File: src/rtl/spconv_pkg.sv
package spconv_pkg;

  localparam int DW   = 16;
  localparam int ACCW = 32;

  localparam logic signed [ACCW-1:0] ACC_MAX = 32'sh7fffffff;
  localparam logic signed [ACCW-1:0] ACC_MIN = 32'sh80000000;

  // doubled 16x16 product added to a saturating 32-bit accumulator
  function automatic logic signed [ACCW-1:0] frac_mac(
    input logic signed [ACCW-1:0] acc,
    input logic signed [DW-1:0]   a,
    input logic signed [DW-1:0]   b
  );
    logic signed [ACCW-1:0] prod;
    logic signed [ACCW:0]   sum;
    if (a == 16'sh8000 && b == 16'sh8000) begin
      prod = ACC_MAX;
    end else begin
      prod = (32'(a) * 32'(b)) <<< 1;
    end
    sum = {acc[ACCW-1], acc} + {prod[ACCW-1], prod};
    if (sum[ACCW] != sum[ACCW-1]) begin
      frac_mac = sum[ACCW] ? ACC_MIN : ACC_MAX;
    end else begin
      frac_mac = sum[ACCW-1:0];
    end
  endfunction

  // left shift by two with clamping when bits would be lost
  function automatic logic signed [ACCW-1:0] shl2_sat(input logic signed [ACCW-1:0] v);
    if ((v[ACCW-1:ACCW-3] == 3'b000) || (v[ACCW-1:ACCW-3] == 3'b111)) begin
      shl2_sat = v <<< 2;
    end else begin
      shl2_sat = v[ACCW-1] ? ACC_MIN : ACC_MAX;
    end
  endfunction

  function automatic logic signed [DW-1:0] hi_half(input logic signed [ACCW-1:0] v);
    hi_half = v[ACCW-1:ACCW-DW];
  endfunction

endpackage

File: src/rtl/spconv_pulse_regs.sv
module spconv_pulse_regs #(
  parameter int MAXP = 6,
  parameter int IW   = 6,
  parameter int DW   = 16,
  localparam int PIW = $clog2(MAXP)
) (
  input  logic                 clk,
  input  logic                 rst_n,
  input  logic                 wr_en,
  input  logic [PIW-1:0]       wr_slot,
  input  logic [IW-1:0]        wr_pos,
  input  logic signed [DW-1:0] wr_amp,
  input  logic [PIW-1:0]       rd_slot,
  output logic [IW-1:0]        rd_pos,
  output logic signed [DW-1:0] rd_amp
);

  logic [IW-1:0]        pos_q [MAXP];
  logic signed [DW-1:0] amp_q [MAXP];

  for (genvar g = 0; g < MAXP; g++) begin : g_slot
    always_ff @(posedge clk) begin
      if (!rst_n) begin
        pos_q[g] <= '0;
        amp_q[g] <= '0;
      end else if (wr_en && (wr_slot == PIW'(g))) begin
        pos_q[g] <= wr_pos;
        amp_q[g] <= wr_amp;
      end
    end
  end

  always_comb begin
    rd_pos = '0;
    rd_amp = '0;
    for (int i = 0; i < MAXP; i++) begin
      if (rd_slot == PIW'(i)) begin
        rd_pos = pos_q[i];
        rd_amp = amp_q[i];
      end
    end
  end

endmodule

File: src/rtl/spconv_ir_mem.sv
module spconv_ir_mem #(
  parameter int DEPTH = 64,
  parameter int DW    = 16,
  localparam int AW   = $clog2(DEPTH)
) (
  input  logic                 clk,
  input  logic                 wr_en,
  input  logic [AW-1:0]        wr_addr,
  input  logic signed [DW-1:0] wr_data,
  input  logic                 rd_en,
  input  logic [AW-1:0]        rd_addr,
  output logic signed [DW-1:0] rd_data
);

  logic signed [DW-1:0] mem [DEPTH];

  always_ff @(posedge clk) begin
    if (wr_en) mem[wr_addr] <= wr_data;
    if (rd_en) rd_data <= mem[rd_addr];
  end

endmodule

File: src/rtl/spconv_agen.sv
module spconv_agen #(
  parameter int IW      = 6,
  parameter int MAW     = 6,
  parameter int IR_BASE = 4
) (
  input  logic [IW-1:0]  loop_cnt,
  input  logic [IW-1:0]  pulse_pos,
  input  logic           sym,
  output logic [MAW-1:0] addr,
  output logic           neg_gate
);

  logic [IW:0]   diff;
  logic [IW:0]   mag;
  logic [IW-1:0] offs;

  always_comb begin
    diff     = {1'b0, loop_cnt} - {1'b0, pulse_pos};
    mag      = diff[IW] ? (~diff + 1'b1) : diff;
    offs     = sym ? mag[IW-1:0] : diff[IW-1:0];
    addr     = MAW'(IR_BASE) + MAW'(offs);
    neg_gate = diff[IW] & ~sym;
  end

endmodule

File: src/rtl/spconv_mac.sv
module spconv_mac
  import spconv_pkg::*;
#(
  parameter int IW = 6
) (
  input  logic                 clk,
  input  logic                 rst_n,
  input  logic                 s1_v,
  input  logic                 s1_first,
  input  logic                 s1_last,
  input  logic                 s1_gate,
  input  logic [IW-1:0]        s1_idx,
  input  logic signed [DW-1:0] s1_amp,
  input  logic signed [DW-1:0] mem_data,
  output logic                 out_we,
  output logic [IW-1:0]        out_idx,
  output logic signed [DW-1:0] out_data
);

  logic signed [ACCW-1:0] acc_q;
  logic signed [ACCW-1:0] acc_base;
  logic signed [ACCW-1:0] acc_nx;
  logic signed [DW-1:0]   opnd;

  always_comb begin
    opnd     = s1_gate ? '0 : mem_data;
    acc_base = s1_first ? '0 : acc_q;
    acc_nx   = frac_mac(acc_base, s1_amp, opnd);
  end

  always_ff @(posedge clk) begin
    if (!rst_n) begin
      acc_q    <= '0;
      out_we   <= 1'b0;
      out_idx  <= '0;
      out_data <= '0;
    end else begin
      out_we <= s1_v && s1_last;
      if (s1_v) acc_q <= acc_nx;
      if (s1_v && s1_last) begin
        out_idx  <= s1_idx;
        out_data <= hi_half(shl2_sat(acc_nx));
      end
    end
  end

  p_out_after_last_r1: assert property (@(posedge clk) disable iff (!rst_n)
    out_we |-> $past(s1_v && s1_last));

  p_first_restarts_r5: assert property (@(posedge clk) disable iff (!rst_n)
    (s1_v && s1_first && s1_gate) |=> (acc_q == '0));

endmodule

File: src/rtl/spconv_engine.sv
module spconv_engine
  import spconv_pkg::*;
#(
  parameter int NSAMP   = 60,
  parameter int MAXP    = 6,
  parameter int IR_BASE = 4,
  localparam int IW     = $clog2(NSAMP),
  localparam int PIW    = $clog2(MAXP)
) (
  input  logic                 clk,
  input  logic                 rst_n,
  input  logic                 pls_we,
  input  logic [PIW-1:0]       pls_slot,
  input  logic [IW-1:0]        pls_pos,
  input  logic signed [15:0]   pls_amp,
  input  logic                 ir_we,
  input  logic [IW-1:0]        ir_idx,
  input  logic signed [15:0]   ir_val,
  input  logic                 start,
  input  logic                 odd_sel,
  input  logic                 sym_sel,
  output logic                 busy,
  output logic                 done,
  output logic                 out_we,
  output logic [IW-1:0]        out_idx,
  output logic signed [15:0]   out_data
);

  localparam int MEM_DEPTH = IR_BASE + NSAMP;
  localparam int MAW       = $clog2(MEM_DEPTH);

  // issue stage
  logic           iss_v;
  logic [IW-1:0]  l_q;
  logic [PIW-1:0] j_q;
  logic           odd_q;
  logic           sym_q;
  logic           j_last;
  logic           last_out;

  logic [IW-1:0]        cur_pos;
  logic signed [DW-1:0] cur_amp;
  logic [MAW-1:0]       rd_addr;
  logic                 neg_gate;
  logic                 rd_en;

  // MAC stage
  logic                 s1_v;
  logic                 s1_first;
  logic                 s1_last;
  logic                 s1_gate;
  logic [IW-1:0]        s1_idx;
  logic signed [DW-1:0] s1_amp;
  logic signed [DW-1:0] mem_data;

  assign j_last   = (j_q == (odd_q ? PIW'(MAXP-2) : PIW'(MAXP-1)));
  assign last_out = out_we && (out_idx == '0);
  assign rd_en    = iss_v && !neg_gate;

  spconv_pulse_regs #(.MAXP(MAXP), .IW(IW), .DW(DW)) i_pulses (
    .clk     (clk),
    .rst_n   (rst_n),
    .wr_en   (pls_we && !busy),
    .wr_slot (pls_slot),
    .wr_pos  (pls_pos),
    .wr_amp  (pls_amp),
    .rd_slot (j_q),
    .rd_pos  (cur_pos),
    .rd_amp  (cur_amp)
  );

  spconv_agen #(.IW(IW), .MAW(MAW), .IR_BASE(IR_BASE)) i_agen (
    .loop_cnt  (l_q),
    .pulse_pos (cur_pos),
    .sym       (sym_q),
    .addr      (rd_addr),
    .neg_gate  (neg_gate)
  );

  spconv_ir_mem #(.DEPTH(MEM_DEPTH), .DW(DW)) i_ir (
    .clk     (clk),
    .wr_en   (ir_we && !busy),
    .wr_addr (MAW'(IR_BASE) + MAW'(ir_idx)),
    .wr_data (ir_val),
    .rd_en   (rd_en),
    .rd_addr (rd_addr),
    .rd_data (mem_data)
  );

  always_ff @(posedge clk) begin
    if (!rst_n) begin
      busy  <= 1'b0;
      done  <= 1'b0;
      iss_v <= 1'b0;
      l_q   <= '0;
      j_q   <= '0;
      odd_q <= 1'b0;
      sym_q <= 1'b0;
    end else begin
      done <= last_out;
      if (last_out) busy <= 1'b0;
      if (start && !busy) begin
        busy  <= 1'b1;
        iss_v <= 1'b1;
        l_q   <= IW'(NSAMP-1);
        j_q   <= '0;
        odd_q <= odd_sel;
        sym_q <= sym_sel;
      end else if (iss_v) begin
        if (j_last) begin
          j_q <= '0;
          if (l_q == '0) iss_v <= 1'b0;
          else           l_q   <= l_q - 1'b1;
        end else begin
          j_q <= j_q + 1'b1;
        end
      end
    end
  end

  always_ff @(posedge clk) begin
    if (!rst_n) begin
      s1_v     <= 1'b0;
      s1_first <= 1'b0;
      s1_last  <= 1'b0;
      s1_gate  <= 1'b0;
      s1_idx   <= '0;
      s1_amp   <= '0;
    end else begin
      s1_v     <= iss_v;
      s1_first <= (j_q == '0);
      s1_last  <= j_last;
      s1_gate  <= neg_gate;
      s1_idx   <= l_q;
      s1_amp   <= cur_amp;
    end
  end

  spconv_mac #(.IW(IW)) i_mac (
    .clk      (clk),
    .rst_n    (rst_n),
    .s1_v     (s1_v),
    .s1_first (s1_first),
    .s1_last  (s1_last),
    .s1_gate  (s1_gate),
    .s1_idx   (s1_idx),
    .s1_amp   (s1_amp),
    .mem_data (mem_data),
    .out_we   (out_we),
    .out_idx  (out_idx),
    .out_data (out_data)
  );

  p_addr_window_r4: assert property (@(posedge clk) disable iff (!rst_n)
    rd_en |-> ((int'(rd_addr) >= IR_BASE) && (int'(rd_addr) < IR_BASE + NSAMP)));

  p_gated_no_read_r4: assert property (@(posedge clk) disable iff (!rst_n)
    (s1_v && s1_gate) |-> $past(!rd_en));

  p_sym_never_gated_r7: assert property (@(posedge clk) disable iff (!rst_n)
    (iss_v && sym_q) |-> !neg_gate);

  p_done_after_zero_r8: assert property (@(posedge clk) disable iff (!rst_n)
    done |-> ($past(out_we) && ($past(out_idx) == '0) && !busy));

  p_done_single_r8: assert property (@(posedge clk) disable iff (!rst_n)
    done |=> !done);

  p_start_ignored_r9: assert property (@(posedge clk) disable iff (!rst_n)
    (busy && start && !last_out) |=> busy);

  p_out_in_pass_r1: assert property (@(posedge clk) disable iff (!rst_n)
    out_we |-> busy);

endmodule

File: config.mk
export PLATFORM = sky130hd
export DESIGN_NAME = spconv_engine
export DESIGN_NICKNAME = d
export VERILOG_FILES = /design/src/rtl/spconv_pkg.sv /design/src/rtl/spconv_pulse_regs.sv /design/src/rtl/spconv_ir_mem.sv /design/src/rtl/spconv_agen.sv /design/src/rtl/spconv_mac.sv /design/src/rtl/spconv_engine.sv
export SDC_FILE = /design/constraint.sdc
export NUM_CORES = 2
export LEC_CHECK = 0
export BUFFER_PORTS_ARGS = -buffer_cell sky130_fd_sc_hd__buf_2
export CAP_MARGIN = 40
export CORE_MARGIN = 2
export CORE_UTILIZATION = 35
export DETAILED_ROUTE_END_ITERATION = 10
export HOLD_SLACK_MARGIN = 0.08
export PLACE_DENSITY_LB_ADDON = 0.05
export SYNTH_ARGS = -nofsm -noshare
export SYNTH_HDL_FRONTEND = slang
export SYNTH_SLANG_ARGS = --single-unit
File: constraint.sdc
create_clock -name clk -period 10.47 [get_ports clk]
set_clock_uncertainty 0.1 [all_clocks]
set_input_delay 1.5705 -clock clk [delete_from_list [all_inputs] [get_ports clk]]
set_output_delay 1.5705 -clock clk [all_outputs]
set_load 0.05 [all_outputs]
# == Yosys cells after proc, flatten, opt, wreduce, memory -nomap -nowiden ==
# Memories as Yosys holds them, arrays and structs flattened. A register that Yosys moved wholly into a read port is not among the register bits.
# Index checks and enable logic that the tools add are counted.
# Widths: inputs -> output; s select.
# totals
out_inout_bits,25
input_bits,54
mem_count,3
ff_bits,95
ramBits,1156
# op_classes
n_eq_ne,16
n_addsub,7
multipliers,1
bitwise,17
reduce_logical,27
mux,66
# mem_list
name,words,width,read_ports,rd_ports_with_merged_regs,wr,line,text
i_ir.mem,64,16,1,1,1,spconv_ir_mem.sv:15,logic signed [DW-1:0] mem [DEPTH];
i_pulses.amp_q,6,16,6,0,6,spconv_pulse_regs.sv:19,logic signed [DW-1:0] amp_q [MAXP];
i_pulses.pos_q,6,6,6,0,6,spconv_pulse_regs.sv:18,logic [IW-1:0] pos_q [MAXP];
# op_table
op,n
$mux 16,13
$mux 32,6
$mux 6,18
$add 32x32->33,1
$eq 16x16->1 const B,2
$mul 16x16->31,1
$mux 1,28
$eq 3x3->1 const B,5
$logic_and 1x1->1,13
$add 3x6->6 const A,2
$eq 3x2->1 const B,4
$logic_not 6->1,2
$or 1x1->1,12
$logic_not 3->1,3
$sub 6x6->7,1
$add 6x1->6 const B,1
$eq 3x1->1 const B,2
$not 6->6,1
$reduce_and 3->1,2
$reduce_bool 2->1,3
$sub 6x1->6 const B,1
$add 3x1->3 const B,1
$eq 3x3->1,1
$mux 3,1
other kinds (7),10

# == Longest topological paths before layout ==
# logic_depth
ltp_word,13
mapped_depth,43
mapped_depth_nobuf,40

# == Modules after synthesis ==
# A second synthesis with hierarchy kept.
# hier_totals
hier_cells,4144
hier_area_um2,62389.8
# modules_own_cells
mod,area_each_um2,instances,cells_each,seq_area_each_um2
spconv_ir_mem,40202.3,1,1829,31230.0
spconv_mac,14197.4,1,1674,1101.1
spconv_pulse_regs,6040.8,1,432,3963.8
spconv_engine,1458.9,1,149,800.8
spconv_agen,490.5,1,60,0.0

# == Least setup slack after synthesis ==
# OpenSTA, ideal clock, no wires.
# synth_timing
kind,register to register
from,register s1_gate
to,register i_mac.out_data[7]
slack_ps,843
synth_period_minus_slack_ps,9627
path_buffers,4
arrival_ps,9402
stages_incl_launch_ff,40
setup_time_ps,125
path_cell_list,dfxtp_1 -> clkbuf_1 -> nor2b_1 -> clkbuf_1 -> nand2_1 -> fa_1 -> fa_1 -> fa_1 -> inv_1 -> fa_1 -> fa_1 -> inv_1 -> fa_1 -> inv_1 -> ha_1 -> a2111oi_0 -> a21oi_1 -> a211o_1 -> [... 4 more ...] -> clkbuf_1 -> a21o_1 -> a21o_1 -> a21oi_1 -> o21ai_0 -> o31ai_2 -> o21ai_1 -> a21o_1 -> a21o_1 -> xor2_1 -> ha_1 -> inv_1 -> o2111ai_1 -> a2111oi_1 -> a22oi_2 -> nor2_1 -> buf_2 -> a211oi_1
# synth_via
elab_chain_cells,10
word_cells_on_any_way,14
classes_between,1 x add/sub; 1 x mul; 3 x eq/ne; 6 x mux; 3 x reduce/logical
# synth_rtl
item,line,text
start: declaration,spconv_engine.sv:51,logic s1_gate;
start signal: assignment,spconv_engine.sv:133,s1_gate <= neg_gate;
$mux 16 *,spconv_mac.sv:26,opnd = s1_gate ? '0 : mem_data;
"parallel branches: the longest is 2 deep, another holds $mul 16x16->31",n/a,
$mux 32 *,spconv_pkg.sv:17,if (a == 16'sh8000 && b == 16'sh8000) begin
$add 32x32->33 *,spconv_pkg.sv:22,"sum = {acc[ACCW-1], acc} + {prod[ACCW-1], prod};"
$mux 32 or $ne 1x1->1 (tied branches),"spconv_pkg.sv:24, spconv_pkg.sv:23",
$mux 32 *,spconv_pkg.sv:23,if (sum[ACCW] != sum[ACCW-1]) begin
$eq 3x3->1 or $logic_not 3->1 (tied branches),spconv_pkg.sv:32,if ((v[ACCW-1:ACCW-3] == 3'b000) || (v[ACCW-1:ACCW-3] == 3'b111)) begin
$logic_or 1x1->1,spconv_pkg.sv:32,
$mux 32 *,spconv_pkg.sv:32,
end signal: assignment,spconv_mac.sv:42,out_data <= hi_half(shl2_sat(acc_nx));
end: declaration,spconv_mac.sv:17,output logic signed [DW-1:0] out_data
# Mark *: on every way between the ends.
# A chain may end at the register's enable or synchronous reset.

# == Worst setup path after layout ==
# layout_timing
from,register s1_gate
to,register i_mac.out_data[14]
# The elaborated chain is that of the path after synthesis.

==> results.cfg <==
[outcome]
status = complete, no violations

[clocking]
path_clk_slew_ns = 0.06
cts_buffers = 149
cts_buffer_depth = 3
cts_tree = done
clkLatencyLatePin_ns = 0.78
cts_root_buf = clkbuf_16
cts_sinks = 1267
cts_max_level = 4

[place]
port-buffer-count = 78
dp_slack_ns = 0.0864
dp_hpwl_mm = 114
gp_congestion = 0.813

[final_layout]
syn2layout_area_growth_pct = 14.3
fillers = 16900
multi_input_area_um2 = 24700
drive_above_1_share_pct = 13.0
fin_nets = 5125
postLayoutCoreUtil_pct = 40.3
ff_latch_area_um2 = 37100

[die]
dieArea_um2 = 185000
pin_count = 79
core_um2 = 181000
num_rows = 156
die_h_um = 431
initial_core_util_pct = 35.2
fp.dieW_um = 431

[routing]
ant_nets = 0
firstDrtPassIters = 7
vias = 35600
route.detailed.drc = 0
wl_per_cell_um = 24.3
drt-vias-per-instance = 4.95
drt-initial-drc-count = 2394
wl_mm = 175

[yosys]
syn-num-nets = 4929
syn-mean-instance-area_um2 = 14.2
synth_area_um2 = 63700
synth_cells = 4486
synthArstFlopShare_pct = 0
yosys.area.top_type = edfxtp_1
ys_top_cells_by_count = edfxtp_1, mux2i_1, inv_1, and2_1, fa_1
yosys_warnings = 0
synthTopCellsByArea = edfxtp_1, mux2i_1, fa_1
ys_types = 79
synth-seq-area-share_pct = 58.2
ys_seq_elements = 1267
synth_top_area_share_pct = 55.2
yosysMostFrequentCell = edfxtp_1
synth_edf_count = 1172
synth_ff_type = edfxtp_1

[timing]
final.setup.tns_ns = 0
worst-slew-pin-transition_ns = 0.965
finalHoldViolations = 0
setup_ws_ns = 0.693
max-slew-margin-rel_pct = 35.7
period_share_pct = 93.4
timing.hold.ws_ns = 0.322
fin_crit_ns = 9.78
clock.fmax_mhz = 102
slew_viol_final = 0
finalSetupViolations = 0

[worst_setup_path]
cp-end-kind = flip-flop
reg2reg_slack_ns = 0.69
slowest_delay_ns = 0.65
reg2regPathDepth = 34
worstReg2RegEnd = i_mac.out_data[14]$_SDFFE_PN0P_
cp_slowest_cell = o41ai_1
worstPathArrival_ns = 10.37
reg2reg_from = s1_gate$_SDFF_PN0_
crit_path_start_kind = flip-flop
path_common_cell = fa_1
crit_fanout = 31
critical_path_class = flip-flop to flip-flop
required_ns = 11.06

[global_route]
grt_pass1_wl_mm = 259
grt_pass1_vias = 37300
grt_antenna_before_repair = 8
gr-total-overflow = 0
grt_util_all_layers_pct = 19.0
grt_max_degree = 105

[flow_run]
max_cap_viol_count = 0

[worst_hold_path]
hold_path.class = flip-flop to flip-flop
holdPathEnd = i_mac.out_idx[5]$_SDFFE_PN0P_
min-delay-start = s1_idx[5]$_SDFF_PN0_
holdPathStages = 2
[cell usage in the layout, fill, tap and decap left out, drive strengths merged, types with 57 or more instances in the layout]
master  Yosys  routed
edfxtp   1172    1172
nand2     238     238
mux4       64      64
o21ai      62      62
and2      263     263
fa        258     258
buf        51     271
a211oi     60      60
dfxtp      95      95
ha        131     131
nor2      231     231
inv       310     320
mux2i     825     825
a21oi     137     137
clkbuf    175     192
clkinv      1      57
[registers in the layout, indices dropped and copies added (netlist names), 6 cells and up]
register,flops
i_ir.mem,1024
i_ir.rd_data,16
i_mac.acc_q,32
i_mac.out_data,16
i_mac.out_idx,6
i_pulses.amp_q,96
i_pulses.pos_q,36
l_q,6
s1_amp,16
s1_idx,6
[cells by family after synthesis]
family          after synthesis  share of synthesized area (%)
flops                      1267                           58.2
buf+inv                     537                           3.39
xor+xnor                     80                           1.12
simple gates                908                           7.06
compound gates              412                           4.21
mux                         893                           15.3
fa+ha+maj                   389                           10.7
[worst max-delay path by stage]
stage | from | to | slack (ns) | cells after the start
2_1_floorplan | s1_gate$_SDFF_PN0_ | i_mac.out_data[7]$_SDFFE_PN0P_ | 0.84 | 39
3_5_place_dp | s1_gate$_SDFF_PN0_ | i_mac.out_data[14]$_SDFFE_PN0P_ | 0.09 | 38
5_1_grt | s1_gate$_SDFF_PN0_ | i_mac.out_data[14]$_SDFFE_PN0P_ | -0.005 | 40
6_report | s1_gate$_SDFF_PN0_ | i_mac.out_data[14]$_SDFFE_PN0P_ | 0.69 | 34
4_1_cts | s1_gate$_SDFF_PN0_ | i_mac.out_data[14]$_SDFFE_PN0P_ | 0.08 | 38
3_3_place_gp | s1_gate$_SDFF_PN0_ | i_mac.out_data[14]$_SDFFE_PN0P_ | 0.13 | 38
[per-layer routing]
layer / track usage, % / up-vias / routed length (µm)
met2: 32.0 / 498 / 85700
li1: - / 16700 / -
met4: 4.69 / 2 / 3540
met1: 25.9 / 18200 / 80400
met3: 2.42 / 201 / 4980
met5: 0 / - / 13
[layout make-up]
type / count / share of cell area [%]
Inverter: 311 / 1.60
Tap cell: 2370 / 4.07
Sequential cell: 1267 / 50.9
Clock inverter: 78 / 0.984
Timing Repair Buffer: 271 / 3.11
Multi-Input combinational cell: 2682 / 33.9
Antenna cell: 5 / 0.0172
Clock buffer: 192 / 5.38
[repair_timing]
| action | 4_1_cts | 5_1_grt |
|---|---|---|
| setup endpoints to repair | 0 | 39 |
| hold endpoints to repair | 0 | 0 |
| gates resized for setup | 0 | 4 |
| hold buffers | 0 | 0 |
| buffers inserted | 0 | 4 |
[metrics by stage]
stage | area (µm²) | instances
2_1_floorplan | 63700 | 4486
3_3_place_gp | 67600 | 6871
3_5_place_dp | 68100 | 6897
4_1_cts | 72800 | 7167
5_1_grt | 72800 | 7173
6_report | 72800 | 7176
[worst max-delay path, delay by kind of cell, from the launching register on]
kind | cells | cell delay [ns]
compound gates | 14 | 3.70
flops | 1 | 0.40
xor+xnor | 1 | 0.15
mux | 1 | 0.29
buf+inv | 6 | 0.71
simple gates | 3 | 0.63
fa+ha+maj | 9 | 3.74
Power is left out: the tool's default activity adds up to more than one toggle a clock period on the data nets, which glitch-free logic cannot reach.
